--- src/rtl/hold_toggle_seq.sv ---
module hold_toggle_seq #(
  parameter int CNT_W = 4
) (
  input  logic             clk,
  input  logic             rst_n,
  input  logic             shift_en,
  input  logic             capture,
  input  logic             pat_start,
  input  logic             wr_en,
  input  logic             wr_sel,
  input  logic [CNT_W-1:0] wr_data,
  output logic             freeze
);

  logic [CNT_W-1:0] prog_hold, prog_tog;
  logic [CNT_W-1:0] sh_hold, sh_tog;
  logic [CNT_W-1:0] cnt;
  logic             in_hold;

  wire advance = shift_en && !capture && !pat_start;
  wire t_in    = advance && (cnt == '0);
  wire [CNT_W-1:0] reload = in_hold ? sh_tog : sh_hold;

  always_ff @(posedge clk or negedge rst_n) begin
    if (!rst_n) begin
      prog_hold <= '0;
      prog_tog  <= '0;
    end else if (wr_en) begin
      if (wr_sel) prog_tog  <= wr_data;
      else        prog_hold <= wr_data;
    end
  end

  always_ff @(posedge clk or negedge rst_n) begin
    if (!rst_n) begin
      sh_hold <= '0;
      sh_tog  <= '0;
    end else if (pat_start) begin
      sh_hold <= prog_hold;
      sh_tog  <= prog_tog;
    end
  end

  always_ff @(posedge clk or negedge rst_n) begin
    if (!rst_n) begin
      in_hold <= 1'b0;
      cnt     <= '0;
    end else if (pat_start) begin
      in_hold <= 1'b0;
      cnt     <= prog_tog;
    end else if (advance) begin
      if (t_in) begin
        in_hold <= ~in_hold;
        cnt     <= reload;
      end else begin
        cnt     <= cnt - 1'b1;
      end
    end
  end

  assign freeze = in_hold;

  AST_START_TOGGLE: assert property (@(posedge clk) disable iff (!rst_n)
    pat_start |=> !freeze);

  AST_IDLE_STALL: assert property (@(posedge clk) disable iff (!rst_n)
    (!pat_start && !shift_en) |=> ($stable(freeze) && $stable(cnt)));

  AST_CAPTURE_STALL: assert property (@(posedge clk) disable iff (!rst_n)
    (!pat_start && capture) |=> ($stable(freeze) && $stable(cnt)));

  AST_SHADOW_STABLE: assert property (@(posedge clk) disable iff (!rst_n)
    !pat_start |=> ($stable(sh_hold) && $stable(sh_tog)));

  AST_NO_EARLY_FLIP: assert property (@(posedge clk) disable iff (!rst_n)
    (advance && cnt != '0) |=> $stable(freeze));

  AST_FLIP_AT_END: assert property (@(posedge clk) disable iff (!rst_n)
    (advance && cnt == '0) |=> (freeze != $past(freeze)));

endmodule

--- config.mk ---
export PLATFORM = sky130hd
export DESIGN_NAME = hold_toggle_seq
export DESIGN_NICKNAME = d
export VERILOG_FILES = /design/src/rtl/hold_toggle_seq.sv
export SDC_FILE = /design/constraint.sdc
export NUM_CORES = 1
export LEC_CHECK = 0
export BUFFER_PORTS_ARGS = -buffer_cell sky130_fd_sc_hd__buf_2
export CAP_MARGIN = 25
export CELL_PAD_IN_SITES_DETAIL_PLACEMENT = 0
export CELL_PAD_IN_SITES_GLOBAL_PLACEMENT = 1
export CORE_MARGIN = 10
export CORE_UTILIZATION = 25
export DETAILED_ROUTE_END_ITERATION = 12
export PLACE_DENSITY = 0.59
export SLEW_MARGIN = 20
export SYNTH_ARGS = -nofsm -noshare
export SYNTH_HDL_FRONTEND = slang
export SYNTH_SLANG_ARGS = --single-unit
--- constraint.sdc ---
create_clock -name clk -period 2 [get_ports clk]
set_clock_uncertainty 0.15 [all_clocks]
set_input_delay 0.4 -clock clk [delete_from_list [all_inputs] [get_ports clk]]
set_output_delay 0.4 -clock clk [all_outputs]
set_load 0.02 [all_outputs]
==> flow_results.org <==
** Outcome
- Run status :: completed

** STA
- Dividing the final minimum period by the clock period gives 0.833.
- The final count of pins violating max slew came to 0.
- After layout, the worst setup slack is 0.334 ns.
- For the pin with the worst max-slew slack, the measured transition is 0.470 ns.
- Final count of hold timing violations :: 0
- Headroom to the max-slew limit came out at 0.687.
- The worst path needs 1.67 ns of the cycle, external delays included.
- Adding up every negative setup slack in the final design gives 0 ns.
- Across all hold checks on the routed design, the worst slack comes to 0.235 ns.
- Setup repair after global routing left no endpoint under its margin.
- Count of final setup violators :: 0
- Based on the critical path, the design can be clocked at up to 600 MHz.

** Synthesis
- A synthesized cell averages 12.8 um2.
- Counting every net in the synthesized netlist gives 91.
- Of the total synthesized cell area, the portion taken by AND, OR, NAND and NOR gates is 0.0994.
- Register bit count reported by yosys :: 21
- Cell count after synthesis :: 78
- The area fraction in compound gates after synthesis was 0.0742.
- Of the total synthesized cell area, the portion taken by XOR and XNOR cells is 0.0264.
- Yosys cell types :: 25
- By area, the combinational part of the netlist is dominated by multiplexers.
- For this run, the leading register cell type out of synthesis is sky130_fd_sc_hd__dfrtp_1.
- Yosys mapped a number of flops with a built-in enable equal to 0.
- Multiplexer share of the synthesized area :: 0.203
- Synthesized-area fraction occupied by adder cells :: 0.0252
- Seq/Total Area, Yosys :: 0.528
- During synthesis, Yosys emitted a total of 0 warnings.
- Proportion of synthesized flip-flops having asynchronous set or reset :: 1.00
- Synthesized cell area :: 995 um2

** CTS
- In this run the number of H-tree levels came out at 1.
- CTS tree :: done
- Buffers inserted by post-CTS timing repair :: 0
- Counting the buffers created by CTS gives 3.
- The tree is rooted in a sky130_fd_sc_hd__clkbuf_8.
- Sinks on Clock Net :: 21
- No sink is reached through more buffers than the 2 on the longest clock path.
- Clock-pin slew was measured on the worst setup and hold paths at 0.07 ns.
- For the worst-skew pair, the clock arrives at the later sink with an insertion delay of 0.26 ns.

** Global route
- Maximum number of pins on one net before global-route repair :: 22
- In the global route stage, overall resource usage came out at 0.0572.
- The via count of the first global-routing pass came to 695.
- The number of antenna violations at the first check in global routing came to 0.
- The total overflow left after global routing is 0.
- Wire length of the first global-routing pass :: 3.38 mm

** Critical path
- Worst path required time :: 2.03 ns
- Arrival time worst endpoint :: 1.70 ns
- STA classifies the critical path endpoint as a flip-flop.
- Along the worst path, the maximum fanout reaches 6.
- Top delay family on crit path :: simple AND/OR/NAND/NOR gates
- Among all stages on the critical path, the largest delay is contributed by sky130_fd_sc_hd__dfrtp_1.
- Count of buffer and inverter cells on the critical path :: 1
- Worst Setup Path Type :: reg -> reg
- CP Cell Sequence :: inv_1 > ha_1 > nor4b_4 > and2_1 > o21ai_0 > o21ai_1
- For this run, the slowest stage of the critical path takes 0.40 ns.
- The worst setup path is launched from a flip-flop.

** Final layout
- In the final layout, the share of cells above drive strength 1 is 0.374.
- Final standard cell utilization of the core :: 0.304
- For this run, the post-layout net count is 105.
- Final cell area excluding filler cells :: 1140 um2
- Once layout is complete, the cells apart from fillers number 139.
- Diode insertion count for antenna repair :: 0
- Syn-to-layout area delta :: 14.6%

** Power
- Net switching component of the power :: 264 uW
- Of the total power, the clock network draws 0.274.
- Internal power contribution :: 740 uW
- Worst vdd rail ir drop :: 333 uV
- Leakage :: 0.480 nW
- For this design the ratio of total power to cell area is 881 nW/um2.
- Switching portion of total power :: 0.263
- Relative contribution of sequential cells to total power :: 0.545
- Combinational group share of total power :: 0.180
- Overall power consumption after layout is estimated at 1.00 mW.

** Placement
- Cell area reported after detailed placement :: 1080 um2
- The wire-length estimate of the detail-placed layout is 1.42 mm.
- Cell count after placement :: 134
- At the end of routability-driven placement, the weighted congestion stood at 0.704.
- Setup slack at placement :: 0.328 ns
- Buffers placed on the I/O ports in this run total 11.

** Floorplan
- For this configuration, the core starts out at a cell density of 0.266.
- Number of placement rows :: 22
- The die is 83.1 um tall.
- Measured along the x axis, the die boundary spans 83.1 um.
- The floorplan step defined a die boundary enclosing 6900 um2.
- The total area inside the core boundary comes to 3740 um2.
- Top-level port count :: 12

** Detailed routing
- In the routed layout, each cell is associated on average with a via count of 4.46.
- The first detailed-routing pass took 3 iterations.
- Once detail routing completed, the nets flagged for antenna violations numbered 0.
- The first routing iteration left 37 violations.
- The final layout contains routed wiring with a total length of 1.85 mm.
- The detailed router placed 620 vias in this run.
- WL/cell :: 13.3 um
- In the routed design, unresolved DRC markers number 0.

** Hold path
- Hold Crit Class :: in -> reg

** Job
- The tool flagged a number of max-cap violations equal to 0.
## what timing repair did
| item | CTS | global route |
|---|---|---|
| hold buffers | 1 | 0 |
| endpoints found under the hold margin | 21 | 0 |
| resized for setup | 0 | 0 |
## sequential cells by signal (all words and copies together), names as in the netlist
signal and count:
prog_hold 4, cnt 4, sh_hold 4, prog_tog 4, sh_tog 4, freeze 1
## cell usage after synthesis, types with 2 or more instances
library cell | number | area share
sky130_fd_sc_hd__xnor2_1 | 2 | 0.018
sky130_fd_sc_hd__a22oi_1 | 3 | 0.023
sky130_fd_sc_hd__nand2_1 | 4 | 0.015
sky130_fd_sc_hd__mux2_2 | 17 | 0.19
sky130_fd_sc_hd__ha_1 | 2 | 0.025
sky130_fd_sc_hd__buf_6 | 2 | 0.023
sky130_fd_sc_hd__o311ai_0 | 2 | 0.018
sky130_fd_sc_hd__o21ai_0 | 3 | 0.015
sky130_fd_sc_hd__nor2b_1 | 2 | 0.013
sky130_fd_sc_hd__inv_1 | 3 | 0.011
sky130_fd_sc_hd__dfrtp_1 | 21 | 0.53
sky130_fd_sc_hd__nor2_1 | 3 | 0.011
sky130_fd_sc_hd__buf_2 | 2 | 0.010
## layer usage
metal	global-route usage	wire, um	vias to the layer above
met4	0.0231	30	0
met3	0.0156	50	5
li1	-	-	304
met5	0	0	-
met2	0.0943	913	9
met1	0.0681	856	302
## cells in the final DEF (no fill, tap or decap)
cell and n:
sky130_fd_sc_hd__dfrtp_1 21, sky130_fd_sc_hd__mux2_2 17, sky130_fd_sc_hd__buf_2 11, sky130_fd_sc_hd__nand2_1 4
sky130_fd_sc_hd__inv_1 3, sky130_fd_sc_hd__o21ai_0 3, sky130_fd_sc_hd__nor2_1 3, sky130_fd_sc_hd__a22oi_1 3
sky130_fd_sc_hd__clkbuf_8 3, sky130_fd_sc_hd__nor2b_1 2, sky130_fd_sc_hd__xnor2_1 2, sky130_fd_sc_hd__o311ai_0 2
sky130_fd_sc_hd__ha_1 2, sky130_fd_sc_hd__nand2b_1 1, sky130_fd_sc_hd__nor3_1 1, sky130_fd_sc_hd__xor2_1 1
sky130_fd_sc_hd__nor4b_4 1, sky130_fd_sc_hd__and2_1 1, sky130_fd_sc_hd__mux2i_1 1, sky130_fd_sc_hd__nand3_1 1
sky130_fd_sc_hd__o21ai_1 1, sky130_fd_sc_hd__nor2_2 1, sky130_fd_sc_hd__a21oi_1 1, sky130_fd_sc_hd__nor3b_1 1
sky130_fd_sc_hd__a311oi_1 1, sky130_fd_sc_hd__clkbuf_1 1, sky130_fd_sc_hd__dlygate4sd3_1 1, sky130_fd_sc_hd__buf_4 1
## power by group through the flow
| stage | Clock (mW) | Sequential, mW | Combinational (mW) |
|---|---|---|---|
| after floorplan | 0 | 0.538 | 0.141 |
| after global placement | 0 | 0.553 | 0.180 |
| after detailed placement | 0 | 0.556 | 0.183 |
| after CTS | 0.284 | 0.548 | 0.187 |
| after global routing | 0.305 | 0.559 | 0.209 |
| final | 0.276 | 0.548 | 0.181 |
## cell families (layout without fill, tap and decap cells)
| logic type | count (synthesis) | in the layout |
|---|---|---|
| compound gates | 11 | 11 |
| xor+xnor | 3 | 3 |
| fa+ha+maj | 2 | 2 |
| buf+inv | 7 | 20 |
| flops | 21 | 21 |
| mux | 18 | 18 |
| simple gates | 16 | 16 |
## path summary, 6_finish.rpt
check | from | end | slack [ns] | depth (start not counted)
setup reg to reg | cnt[0] | cnt[3] | 0.33 | 6
hold reg to reg | sh_tog[1] | sh_tog[1] | 0.36 | 1
max in group asynchronous | rst_n | cnt[2] | 0.90 | 2
hold / removal | wr_data[3] | prog_tog[3] | 0.24 | 2
setup / recovery | cnt[0] | cnt[3] | 0.33 | 6
min in group asynchronous | rst_n | prog_tog[0] | 0.48 | 2
## area by class of cell
class / instances / area (um2)
fillers: 419 / 2600
flip-flops and latches: 21 / 526
multi-input cells: 50 / 425
repair buffers: 13 / 72.6
well taps: 48 / 60.1
clock buffers: 4 / 45.0
inverters: 3 / 11.3
No activity file was read; power rests on OpenSTA's default activity.
